## src/rtl/pnf_pkg.sv

```systemverilog
package pnf_pkg;
  localparam int NUM_CH   = 2;
  localparam int DATA_W   = 8;
  localparam int CH_NMI   = 0;
  localparam int CH_RST   = 1;
  localparam logic [NUM_CH-1:0] EN_RESET = '1;
endpackage

```

## src/rtl/pnf_sync.sv

```systemverilog
module pnf_sync #(
  parameter int STAGES = 2
) (
  input  logic clk,
  input  logic rst,
  input  logic d_n,
  output logic q_n
);
  logic [STAGES-1:0] chain;

  always_ff @(posedge clk) begin
    if (rst) chain <= '1;
    else     chain <= {chain[STAGES-2:0], d_n};
  end

  assign q_n = chain[STAGES-1];
endmodule

```

## src/rtl/pnf_width_gate.sv

```systemverilog
module pnf_width_gate #(
  parameter int MIN_WIDTH   = 16,
  parameter int SYNC_STAGES = 2
) (
  input  logic clk,
  input  logic rst,
  input  logic raw_n,
  input  logic filt_en,
  output logic out_n
);
  localparam int CNT_W = $clog2(MIN_WIDTH + 1);
  localparam logic [CNT_W-1:0] LIMIT = CNT_W'(MIN_WIDTH);
  localparam logic [CNT_W-1:0] NEAR  = CNT_W'(MIN_WIDTH - 1);

  logic             sync_n;
  logic             active;
  logic             reach;
  logic [CNT_W-1:0] cnt;

  pnf_sync #(.STAGES(SYNC_STAGES)) u_sync (
    .clk (clk),
    .rst (rst),
    .d_n (raw_n),
    .q_n (sync_n)
  );

  assign active = ~sync_n;
  // next counter value will sit at the threshold
  assign reach  = active && (cnt >= NEAR);

  always_ff @(posedge clk) begin
    if (rst)              cnt <= '0;
    else if (!active)     cnt <= '0;
    else if (cnt != LIMIT) cnt <= cnt + 1'b1;
  end

  always_ff @(posedge clk) begin
    if (rst)          out_n <= 1'b1;
    else if (filt_en) out_n <= ~reach;
    else              out_n <= sync_n;
  end
endmodule

```

## src/rtl/pnf_ctrl_reg.sv

```systemverilog
module pnf_ctrl_reg
  import pnf_pkg::*;
#(
  parameter int               ADDR_W    = 8,
  parameter logic [ADDR_W-1:0] CTRL_ADDR = 8'h40
) (
  input  logic              clk,
  input  logic              rst,
  input  logic [ADDR_W-1:0] bus_addr,
  input  logic              bus_sel,
  input  logic              bus_we,
  input  logic [DATA_W-1:0] bus_wdata,
  output logic [DATA_W-1:0] bus_rdata,
  output logic [NUM_CH-1:0] en
);
  logic hit;
  wire  unused_reserved_wr = ^bus_wdata[DATA_W-1:NUM_CH];

  assign hit = bus_sel && (bus_addr == CTRL_ADDR);

  always_ff @(posedge clk) begin
    if (rst)               en <= EN_RESET;
    else if (hit && bus_we) en <= bus_wdata[NUM_CH-1:0];
  end

  always_comb begin
    bus_rdata = '0;
    if (hit) bus_rdata[NUM_CH-1:0] = en;
  end
endmodule

```

## src/rtl/pulse_gate_pair.sv

```systemverilog
module pulse_gate_pair
  import pnf_pkg::*;
#(
  parameter int               MIN_WIDTH   = 16,
  parameter int               SYNC_STAGES = 2,
  parameter int               ADDR_W      = 8,
  parameter logic [ADDR_W-1:0] CTRL_ADDR   = 8'h40
) (
  input  logic              clk,
  input  logic              rst,
  input  logic [ADDR_W-1:0] bus_addr,
  input  logic              bus_sel,
  input  logic              bus_we,
  input  logic [7:0]        bus_wdata,
  output logic [7:0]        bus_rdata,
  input  logic              raw_rst_n,
  input  logic              raw_nmi_n,
  output logic              core_rst_n,
  output logic              core_nmi_n
);
  logic [NUM_CH-1:0] ch_en;
  logic [NUM_CH-1:0] raw_vec;
  logic [NUM_CH-1:0] gated_n;

  assign raw_vec[CH_RST] = raw_rst_n;
  assign raw_vec[CH_NMI] = raw_nmi_n;

  pnf_ctrl_reg #(.ADDR_W(ADDR_W), .CTRL_ADDR(CTRL_ADDR)) u_ctrl (
    .clk       (clk),
    .rst       (rst),
    .bus_addr  (bus_addr),
    .bus_sel   (bus_sel),
    .bus_we    (bus_we),
    .bus_wdata (bus_wdata),
    .bus_rdata (bus_rdata),
    .en        (ch_en)
  );

  for (genvar ch = 0; ch < NUM_CH; ch++) begin : g_ch
    pnf_width_gate #(.MIN_WIDTH(MIN_WIDTH), .SYNC_STAGES(SYNC_STAGES)) u_gate (
      .clk     (clk),
      .rst     (rst),
      .raw_n   (raw_vec[ch]),
      .filt_en (ch_en[ch]),
      .out_n   (gated_n[ch])
    );
  end

  assign core_rst_n = gated_n[CH_RST];
  assign core_nmi_n = gated_n[CH_NMI];
endmodule

```

## config.mk

```make
export PLATFORM = sky130hd
export DESIGN_NAME = pulse_gate_pair
export DESIGN_NICKNAME = d
export VERILOG_FILES = /design/src/rtl/pnf_pkg.sv /design/src/rtl/pnf_sync.sv /design/src/rtl/pnf_width_gate.sv /design/src/rtl/pnf_ctrl_reg.sv /design/src/rtl/pulse_gate_pair.sv
export SDC_FILE = /design/constraint.sdc
export NUM_CORES = 1
export LEC_CHECK = 0
export BUFFER_PORTS_ARGS = -buffer_cell sky130_fd_sc_hd__buf_4
export CAP_MARGIN = 5
export CELL_PAD_IN_SITES_DETAIL_PLACEMENT = 1
export CELL_PAD_IN_SITES_GLOBAL_PLACEMENT = 2
export CORE_ASPECT_RATIO = 2
export CORE_MARGIN = 2
export CORE_UTILIZATION = 28
export DETAILED_ROUTE_END_ITERATION = 8
export GPL_TIMING_DRIVEN = 0
export PLACE_DENSITY = 0.77
export SYNTH_ARGS = -nofsm -noshare
export SYNTH_HDL_FRONTEND = slang
export SYNTH_SLANG_ARGS = --single-unit
```

## constraint.sdc

```tcl
create_clock -name clk -period 1.4 [get_ports clk]
set_clock_uncertainty 0.05 [all_clocks]
set_input_delay 0.07 -clock clk [delete_from_list [all_inputs] [get_ports clk]]
set_output_delay 0.07 -clock clk [all_outputs]
set_load 0.01 [all_outputs]
```

After elaboration in Yosys (flattened, before gate mapping)
Index checks and enable logic that the tools add are counted.
{"block": "word_totals", "reg_bits": 18, "inputBits": 22, "output_inout_bits": 10}
{"block": "op_classes", "addsub": 2, "order_cmp": 2, "eq_ne": 3, "n_mux": 3, "bitwise_logic": 4, "reduce_logical": 6}
{"operator": "$add 5x1->5 const B", "n": 2}
{"operator": "$ge 5x4->1 const B", "n": 2}
{"operator": "$ne 5x5->1 const B", "n": 2}
{"operator": "$eq 8x7->1 const B", "n": 1}
{"operator": "$logic_and 1x1->1", "n": 4}
{"operator": "$not 1->1", "n": 4}
{"operator": "$reduce_or 2->1", "n": 2}
{"operator": "$mux 1", "n": 2}
{"operator": "$mux 2", "n": 1}

Depth between registers and ports, before layout
Gate-level depths: netlist of run 1.
{"block": "depth", "word_depth": 4, "mapped_depth": 5, "mapped_depth_nobuf": 5}

By module
A second synthesis of run 1 with hierarchy kept.
{"block": "unflattened", "cells_unflattened": 101, "hier_area_um2": 968.4}
{"mod": "pnf_width_gate", "n_inst": 2, "cells_per_inst": 34, "area_each_um2": 339.1, "seq_area_each_um2": 120.1}
{"mod": "pnf_ctrl_reg", "n_inst": 1, "cells_per_inst": 25, "area_each_um2": 185.2, "seq_area_each_um2": 40.0}
{"mod": "pnf_sync", "n_inst": 2, "cells_per_inst": 4, "area_each_um2": 52.6, "seq_area_each_um2": 40.0}

Worst setup path after synthesis of run 1
Ideal clock, no wire load.
{"block": "synth_timing", "path_kind": "reg2reg", "start": "register g_ch[1].u_gate.cnt[1]", "end": "register g_ch[1].u_gate.out_n", "setup_time_ns": 0.116, "t_arrival_ns": 1.071, "t_required_ns": 1.234, "slack_ns": 0.163, "path_stages_with_launch": 6, "path_buffers": 0, "synth_period_minus_slack_ns": 1.237, "cell_sequence": "dfxtp_1 -> ha_1 -> and3_1 -> ha_1 -> nor2_1 -> a31o_2"}
{"block": "synth_between", "elab_chain_len": 4}
{"element": "from (decl)", "line_no": "pnf_width_gate.sv:18", "rtl": "logic [CNT_W-1:0] cnt;"}
{"element": "from (signal assigned)", "line_no": "pnf_width_gate.sv:34", "rtl": "else if (cnt != LIMIT) cnt <= cnt + 1'b1;"}
{"element": "$ge 5x4->1", "line_no": "pnf_width_gate.sv:29", "rtl": "assign reach = active && (cnt >= NEAR);"}
{"element": "$logic_and 1x1->1", "line_no": "pnf_width_gate.sv:29"}
{"element": "$not 1->1", "line_no": "pnf_width_gate.sv:39", "rtl": "else if (filt_en) out_n <= ~reach;"}
{"element": "$mux 1", "line_no": "pnf_width_gate.sv:39"}
{"element": "to (signal assigned)", "line_no": "pnf_width_gate.sv:39"}
{"element": "to (signal assigned)", "line_no": "pnf_width_gate.sv:40", "rtl": "else out_n <= sync_n;"}
{"element": "to (decl)", "line_no": "pnf_width_gate.sv:9", "rtl": "output logic out_n"}
Every way passes these cells.
A chain may end at the register's enable or synchronous reset.

Worst setup path after layout of run 1
{"block": "layout_timing", "start": "register g_ch[1].u_gate.cnt[0]", "end": "register g_ch[1].u_gate.out_n"}
The elaborated chain is that of the path after synthesis.

==> results of run 1 <==
## kinds of logic (layout without fill, tap and decap cells)
logic type / after synthesis / after routing / share of synthesized area (%)
buffers and inverters: 17 / 42 / 10.9
AO/OA/AOI/OAI: 4 / 4 / 3.12
AND/OR/NAND/NOR: 35 / 35 / 25.8
flip-flops: 18 / 18 / 40.8
XOR/XNOR: 6 / 6 / 5.95
multiplexers: 4 / 4 / 4.53
other: 1 / 6 / 0.425
adder cells (fa/ha/maj): 6 / 6 / 8.50
## layout by cell type (no fill, tap or decap)
cell type      instances
nor3_1                 1
or2_2                  4
nand3_1                2
dlygate4sd3_1          3
and2_1                 3
a31o_1                 1
and4bb_2               2
dfxtp_2                2
a21oi_1                2
or2_1                  2
buf_6                  1
conb_1                 6
and3_1                 2
ha_1                   6
a31o_2                 1
nand4_1                2
inv_1                  8
buf_2                  2
and3_2                 1
nor4_4                 1
xor2_1                 2
dfxtp_1               16
nor2_1                12
xnor2_1                4
nor3_2                 2
buf_4                 24
mux2i_1                4
clkbuf_8               4
nand4_2                1
## synthesized netlist by cell type (2+ instances only)
cell type | count | share of area, %
or2_1 | 2 | 1.4
and2_1 | 3 | 2.1
and3_1 | 2 | 1.4
mux2i_1 | 4 | 4.5
or2_2 | 4 | 2.8
nand3_1 | 2 | 1.1
ha_1 | 6 | 8.5
a21oi_1 | 2 | 1.1
nor2_1 | 12 | 5.1
xnor2_1 | 4 | 4.0
xor2_1 | 2 | 2.0
and4bb_2 | 2 | 2.8
inv_1 | 8 | 3.4
nand4_1 | 2 | 1.4
dfxtp_1 | 18 | 41
buf_4 | 6 | 5.1
buf_2 | 2 | 1.1
nor3_2 | 2 | 2.3
## repair_timing
action / 4_1_cts / 5_1_grt
resized for setup: 0 / 2
endpoints found under the hold margin: 2 / 0
hold buffers: 3 / 0
setup endpoints to repair: 0 / 3
## path summary, 6_finish.rpt
check,startpoint,end,slack [ns],depth (start not counted)
setup reg to reg,g_ch[1].u_gate.cnt[0],g_ch[1].u_gate.out_n,0.09,5
setup / recovery,g_ch[1].u_gate.cnt[0],g_ch[1].u_gate.out_n,0.09,5
hold reg to reg,g_ch[1].u_gate.u_sync.chain[0],g_ch[1].u_gate.u_sync.chain[1],0.37,1
hold / removal,bus_wdata[1],u_ctrl.en[1],0.03,3
## state kept, by name, indices dropped and copies added, names as in the netlist
| register | count |
|---|---|
| g_ch.u_gate.u_sync.chain | 4 |
| u_ctrl.en | 2 |
| g_ch.u_gate.out_n | 2 |
| g_ch.u_gate.cnt | 10 |
## routing by layer
layer | up-vias | share of wire (%) | wire length (um) | global-route usage (%)
met5 | - | 0 | 0 | 0
met4 | 0 | 1.0 | 17 | 4.96
met3 | 2 | 4.5 | 73 | 2.39
met2 | 10 | 59 | 970 | 19.0
met1 | 336 | 35 | 577 | 10.7
li1 | 343 | - | - | -
## stage by stage
stage | worst slack (ns) | hold WS, ns | util, % | instances | total power [W]
after floorplan | 0.163 | 0.124 | - | 96 | 0.000576
after global placement | 0.0955 | 0.207 | 36.1 | 144 | 0.000613
after detailed placement | 0.0655 | 0.209 | 36.1 | 144 | 0.000616
after CTS | 0.0532 | 0.0224 | 38.9 | 151 | 0.00105
after global routing | 0.00471 | 0.0315 | 39.0 | 151 | 0.00108
final | 0.0946 | 0.0263 | 39.0 | 151 | 0.00103
## cell type report
type / instances / area (sq um)
clock buffer: 4 / 55.1
sequential: 18 / 363
timing repair buffer: 21 / 165
buffer: 9 / 66.3
multi-input combinational: 61 / 445
tap: 30 / 37.5
fill: 364 / 1820
inverter: 8 / 30.0
## report_power, final
part	total (W)	switching, W	internal, W
logic	0.0000888	0.0000334	0.0000554
clock network	0.000419	0.000170	0.000250
registers	0.000522	0.00000279	0.000519
total	0.00103	0.000206	0.000824
## worst max-delay path, stage by stage (launching register included)
cell and delay (ns):
dfxtp_1 0.38, ha_1 0.20, and3_1 0.17, ha_1 0.14, nor2_1 0.04, a31o_2 0.23
==> impl_metrics.ini, run 1 <==
[status]
outcome = finished clean

[clocking]
cts_tree = built
ctsLongestPathBuffers = 2
htree_levels = 1
insertion_delay_ns = 0.25
cts_made_buffers = 3
path_clk_slew_ns = 0.07
clock-sinks = 18
cts_setup_buffers = 0
cts.root.buffer_cell = clkbuf_8

[worst_setup_path]
cp.arrival_ns = 1.40
cp-start-kind = flop
worst-setup-path-type = reg2reg
cp.required_ns = 1.50
path_max_fanout = 4
critPathCaptureType = flop

[placement]
port_buffers = 18
hpwl_mm = 1.34
placed_cell_area_sq_um = 1070
gp_congestion = 0.750

[final_layout]
antenna_cells = 0
final_layout_size_suffix_gt1_share_pct = 37.2
final_area_sq_um = 1160
final_nets = 150
syn_to_final_growth_pct = 31.6

[synth]
synth.cell_area_sq_um = 883
avgSynthCellArea_sq_um = 9.71
synth_cell_types = 26
ys_ff_latch = 18
seq_area_frac_synth_pct = 40.8
synth_edf_count = 0
synth_cells = 91
yosysWarnings = 0
synthArstFlopShare_pct = 0
synth_ff_type = dfxtp_1

[route]
route.vias.total = 691
totalWireLength_mm = 1.64
drc = 0
wl_per_cell_um = 10.9
drtPass1Iterations = 4
drt_iter0_drc = 3
ant_nets = 0
vias_per_cell = 4.58

[sta]
hold_viol = 0
fin_crit_sh_pct = 93.2
rsz0062_at_grt = false
slew_viol_final = 0
setup_tns_ns = 0
fmax_ghz = 0.766
fin_crit_ns = 1.31
setup_violations = 0

[grt]
grt_max_degree = 11
grt_use_total_pct = 10.5
antenna_found_initial = 0
grt_overflow = 0
grt_pass1_vias = 690
grt_pass1_wl_mm = 2.97

[power]
p_leak_nw = 0.504
power_density_nw_per_um2 = 886
ir_drop_uv = 411

[floorplanning]
fp.dieArea_sq_um = 3650
num_rows = 28
die_w_um = 43.7
core_area_sq_um = 2980
die_h_um = 83.4
start_util_pct = 29.7
num_io_pins = 32

[run]
cap_viol_max_count = 0

[hold_path]
min_path_type = in2reg
Note: power is estimated with default switching activity, not from simulation.
==> run 2: changes to the inputs <==
- REMOVE_ABC_BUFFERS: unset -> 1
==> run 2 against run 1 <==
  * Sequential power is essentially flat
  * Combinational power shrank 20%
  * Global-route usage grew 0.25 points
  * Hold slack lost 0.010 ns
  * Clock power grew 1%
  * Critical path depth shrank 1
  * Maximum frequency shrank 0.71%
  * Critical path type unchanged
  * Critical endpoint is now g_ch[0].u_gate.cnt[4]
  * Largest power group unchanged
  * Highest routed layer unchanged
==> impl_metrics.ini, run 2 (synthesis gave the netlist of run 1 again) <==
[worst_setup_path]
crit_slowest_cell = dfxtp_1
cp.required_ns = 1.53
critPathCaptureType = flop
worst-setup-path-type = reg2reg
cpPeakStageDelay_ns = 0.34
cp-start-kind = flop
crit_path_cell_trace = ha_1 -> and3_1 -> ha_1 -> a21oi_1
cp.arrival_ns = 1.45
worstPathBufferInverterCount = 0
path_common_cell = ha_1
crit_family = adder cells
path_max_fanout = 4

[sta]
hold_viol = 0
setup_tns_ns = 0
fin_crit_ns = 1.31
slew_viol_final = 0
fin_crit_sh_pct = 93.9
setup_violations = 0
rsz0062_at_grt = false
holdWs_ns = 0.0159
fmax_ghz = 0.761

[placement]
hpwl_mm = 1.35
port_buffers = 19
dp_cells = 136
gp_congestion = 0.733

[grt]
grt_use_total_pct = 10.8
grt_pass1_vias = 720
grt_overflow = 0
grt_max_degree = 11
grt_pass1_wl_mm = 2.97
antenna_found_initial = 0

[clocking]
cts_made_buffers = 3
cts_tree = built
clock-sinks = 18
ctsLongestPathBuffers = 2
path_clk_slew_ns = 0.07
insertion_delay_ns = 0.26
cts.root.buffer_cell = clkbuf_8
htree_levels = 1

[final_layout]
largest_registers = g_ch.u_gate.cnt: 10 flops, g_ch.u_gate.u_sync.chain: 4 flops
final_common_cell = buf_4
final_cell_mix = buf_4, dfxtp_1, nor2_1, inv_1
stdcell_count = 142
finish.utilization_pct = 36.8
largest_register_ffs = 10
syn_to_final_growth_pct = 23.9
regMostFlops = g_ch.u_gate.cnt
final_nets = 141
antenna_cells = 0
final_layout_size_suffix_gt1_share_pct = 33.9

[route]
vias_per_cell = 4.66
drc = 0
route.vias.total = 662
ant_nets = 0
totalWireLength_mm = 1.69
drtPass1Iterations = 4
wl_per_cell_um = 11.9
drt_iter0_drc = 4

[status]
outcome = finished clean

[floorplanning]
num_io_pins = 32
die_w_um = 43.7
num_rows = 28
fp.dieArea_sq_um = 3650
core_area_sq_um = 2980
die_h_um = 83.4
start_util_pct = 29.7

[power]
ir_drop_uv = 670
p_leak_nw = 0.461
power_density_nw_per_um2 = 930

[hold_path]
min_path_type = in2reg

[run]
cap_viol_max_count = 0
run 2: changes by cell type in the layout (fill, tap and decap cells not counted), sizes merged:
cell         before  now
buf              27   19
dlygate4sd3       3    2
run 2: cell type report:
| type | instances | area [sq um] |
|---|---|---|
| clock buffers | 4 | 55.1 |
| fillers | 345 | 1880 |
| inverters | 8 | 30.0 |
| multi-input cells | 61 | 445 |
| flip-flops and latches | 18 | 364 |
| well taps | 30 | 37.5 |
| repair buffers | 21 | 163 |
run 2: worst register-to-register path: stages, from the launching register on:
cell,delay (ns)
dfxtp_1,0.34
ha_1,0.24
and3_1,0.19
ha_1,0.28
a21oi_1,0.15
run 2: final timing paths:
kind / startpoint / end / slack (ns) / depth (start not counted)
max: g_ch[0].u_gate.cnt[0] / g_ch[0].u_gate.cnt[4] / 0.09 / 4
min: bus_wdata[0] / u_ctrl.en[0] / 0.02 / 3
max reg2reg: g_ch[0].u_gate.cnt[0] / g_ch[0].u_gate.cnt[4] / 0.09 / 4
min reg2reg: g_ch[1].u_gate.u_sync.chain[0] / g_ch[1].u_gate.u_sync.chain[1] / 0.36 / 1
run 2: power by group:
group | internal [W] | switching [W] | total, W | leakage [nW]
sequential | 0.000519 | 0.00000288 | 0.000522 | 0.148
clock | 0.000250 | 0.000175 | 0.000425 | 0.0288
combinational | 0.0000408 | 0.0000299 | 0.0000707 | 0.285
run 2: layer usage:
layer | GRT usage [%] | up-vias | wire [um]
met5 | 0 | - | 0
met4 | 7.16 | 0 | 59
met3 | 3.04 | 7 | 90
met2 | 18.9 | 17 | 997
met1 | 10.1 | 312 | 542
li1 | - | 326 | -
run 2: through the flow:
step / area (sq um) / power, W / setup WS [ns]
CTS: 1090 / 0.00104 / 0.0131
detailed placement: 1020 / 0.000600 / 0.0307
global placement: 1020 / 0.000598 / 0.0700
finish: 1090 / 0.00102 / 0.0853
floorplan: 836 / 0.000558 / 0.163
global route: 1090 / 0.00107 / 0.00943
run 2: repair_timing:
action,in CTS,in global routing
hold buffers,2,0
endpoints found under the hold margin,2,0
endpoints found under the setup margin,0,2
resized for setup,0,3
buffers inserted,0,0
==> run 3: changes to the inputs <==
- ABC_AREA: unset -> 1
- CORE_UTILIZATION: 28 -> 26
- PLACE_DENSITY: 0.77 -> 0.76
- SKIP_LAST_GASP: unset -> 1
==> run 3 against run 2 <==
  * Via count rose by 13%
  * Area after synthesis decreased by 1.3%
  * Count of clock-buffer cells in the layout did not move
  * Largest cell class unchanged
  * Total power increased by 0.33%
  * Die area increased by 5.9%
  * Sequential cell count unchanged
  * Global-route usage shrank 0.19 points
  * Hold slack worse by 0.0092 ns
==> impl_metrics.ini, run 3 <==
[clocking]
insertion_delay_ns = 0.25
path_clk_slew_ns = 0.07
clock-sinks = 18
cts_made_buffers = 3
cts_tree = built
ctsLongestPathBuffers = 2
cts_setup_buffers = 0
htree_levels = 1
cts.root.buffer_cell = clkbuf_8

[final_layout]
regMostFlops = g_ch.u_gate.cnt
final_nets = 160
final_common_cell = buf_4
final_cell_mix = buf_4, dfxtp_1, inv_1, nand2_1, nor2_1
largest_registers = g_ch.u_gate.cnt: 10 flops, g_ch.u_gate.u_sync.chain: 4 flops
syn_to_final_growth_pct = 26.8
final_layout_size_suffix_gt1_share_pct = 32.1
finish.utilization_pct = 34.6
largest_register_ffs = 10
final.fill_count = 399
antenna_cells = 0

[grt]
grt_use_total_pct = 10.6
grt_pass1_vias = 766
grt_pass1_wl_mm = 3.05
antenna_found_initial = 0
grt_overflow = 0
grt_max_degree = 11

[worst_setup_path]
crit_slowest_cell = dfxtp_2
r2r-end = g_ch[0].u_gate.out_n
cpPeakStageDelay_ns = 0.35
path_common_cell = nand2_1
r2r.worst_path.cells = 7
path_max_fanout = 6
worst-setup-path-type = reg2reg
cp-start-kind = flop
cp.arrival_ns = 1.44
r2r_slack_ns = 0.11
critPathCaptureType = flop
cp.required_ns = 1.55
rr_startpoint = g_ch[0].u_gate.cnt[0]
crit_path_cell_trace = ha_1 -> nand2_1 -> nor2_1 -> ha_1 -> nor3_1 -> nand2_1 -> nand2_1

[placement]
gp_congestion = 0.727
hpwl_mm = 1.47
port_buffers = 19

[sta]
holdWs_ns = 0.00674
setup_tns_ns = 0
fin_crit_sh_pct = 92.3
slew_viol_final = 0
hold_viol = 0
rsz0062_at_grt = false
fmax_ghz = 0.774
setup_violations = 0
fin_crit_ns = 1.29

[synth]
seq_area_frac_synth_pct = 41.3
synthArstFlopShare_pct = 0
avgSynthCellArea_sq_um = 8.15
synth.cell_area_sq_um = 872
yosysWarnings = 0
ys_ff_latch = 18
yosys-top-cells-count = dfxtp_1, inv_1, nand2_1
synth_top_area_share_pct = 41.3
synth_cells = 107
synth_ff_type = dfxtp_1
yosysTopAreaCell = dfxtp_1
synth_edf_count = 0
synth_area_leaders = dfxtp_1, ha_1, inv_1
yosysMostFrequentCell = dfxtp_1
synth_cell_types = 22

[power]
power_density_nw_per_um2 = 923
ir_drop_uv = 522
power_w = 0.00102
p_leak_nw = 0.482

[hold_path]
hp-start = rst
holdPathStages = 2
min_path_type = in2reg
hold_path_end = g_ch[0].u_gate.u_sync.chain[0]

[route]
totalWireLength_mm = 1.78
ant_nets = 0
drc = 0
wl_per_cell_um = 11.0
route.vias.total = 749
drtPass1Iterations = 2
vias_per_cell = 4.62
drt_iter0_drc = 4

[floorplanning]
die_w_um = 45.0
start_util_pct = 27.3
num_rows = 29
core_area_sq_um = 3190
num_io_pins = 32
fp.dieArea_sq_um = 3860
die_h_um = 85.9

[run]
cap_viol_max_count = 0

[status]
outcome = finished clean
## run 3: metal layers
layer	share of wire [%]	vias to the layer above	global-route usage [%]	routed length, um
met4	2.1	0	5.61	38
li1	-	377	-	-
met3	3.0	5	1.89	54
met5	0	-	0	0
met2	60	13	19.7	1070
met1	35	354	10.1	619
## run 3: kinds of logic (layout without fill, tap and decap cells)
| kind of cell | after synthesis | in the layout | synth area share, % |
|---|---|---|---|
| AO/OA/AOI/OAI | 11 | 11 | 6.74 |
| AND/OR/NAND/NOR | 49 | 49 | 30.3 |
| adder cells (fa/ha/maj) | 6 | 6 | 8.61 |
| flip-flops | 18 | 18 | 41.3 |
| buffers and inverters | 21 | 40 | 11.6 |
| other | 1 | 6 | 0.430 |
| XOR/XNOR | 1 | 1 | 1.00 |
## run 3: power by group
part,switching (W),internal (W),total [W],leakage (nW)
logic,0.0000306,0.0000412,0.0000717,0.305
registers,0.00000426,0.000519,0.000524,0.148
clock network,0.000176,0.000250,0.000426,0.0288
total,0.000211,0.000810,0.00102,0.482
## run 3: through the flow
step           cell area [sq um]  setup slack (ns)  instances
2_1_floorplan                846             0.229        106
3_3_place_gp                1030             0.110        156
3_5_place_dp                1030            0.0599        156
4_1_cts                     1100            0.0469        162
5_1_grt                     1110           0.00264        162
6_report                    1110             0.108        162
## run 3: repair_timing
| action | 4_1_cts | 5_1_grt |
|---|---|---|
| hold endpoints to repair | 2 | 0 |
| hold buffers | 2 | 0 |
| resized for setup | 0 | 3 |
| endpoints found under the setup margin | 0 | 4 |
## run 3: critical path, delay by kind of cell (launching register included)
kind,cells,cell delay (ns)
fa+ha+maj,2,0.39
simple gates,5,0.44
flops,1,0.35
## run 3: how the worst max path moves through the flow
stage               slack, ns  cells after the start             startpoint              endpoint
floorplan                0.23                      7  g_ch[1].u_gate.cnt[0]  g_ch[1].u_gate.out_n
global placement         0.11                      7  g_ch[0].u_gate.cnt[0]  g_ch[0].u_gate.out_n
detailed placement       0.06                      7  g_ch[0].u_gate.cnt[0]  g_ch[0].u_gate.out_n
CTS                      0.05                      7  g_ch[0].u_gate.cnt[0]  g_ch[0].u_gate.out_n
global route            0.003                      7  g_ch[0].u_gate.cnt[0]  g_ch[0].u_gate.out_n
finish                   0.11                      7  g_ch[0].u_gate.cnt[0]  g_ch[0].u_gate.out_n
## run 3: area by class of cell
type	instances	area [sq um]	share of cell area, %
repair buffers	21	163	14.7
clock buffers	4	55.1	4.98
multi-input cells	73	429	38.8
flip-flops and latches	18	364	32.9
well taps	31	38.8	3.51
inverters	15	56.3	5.09
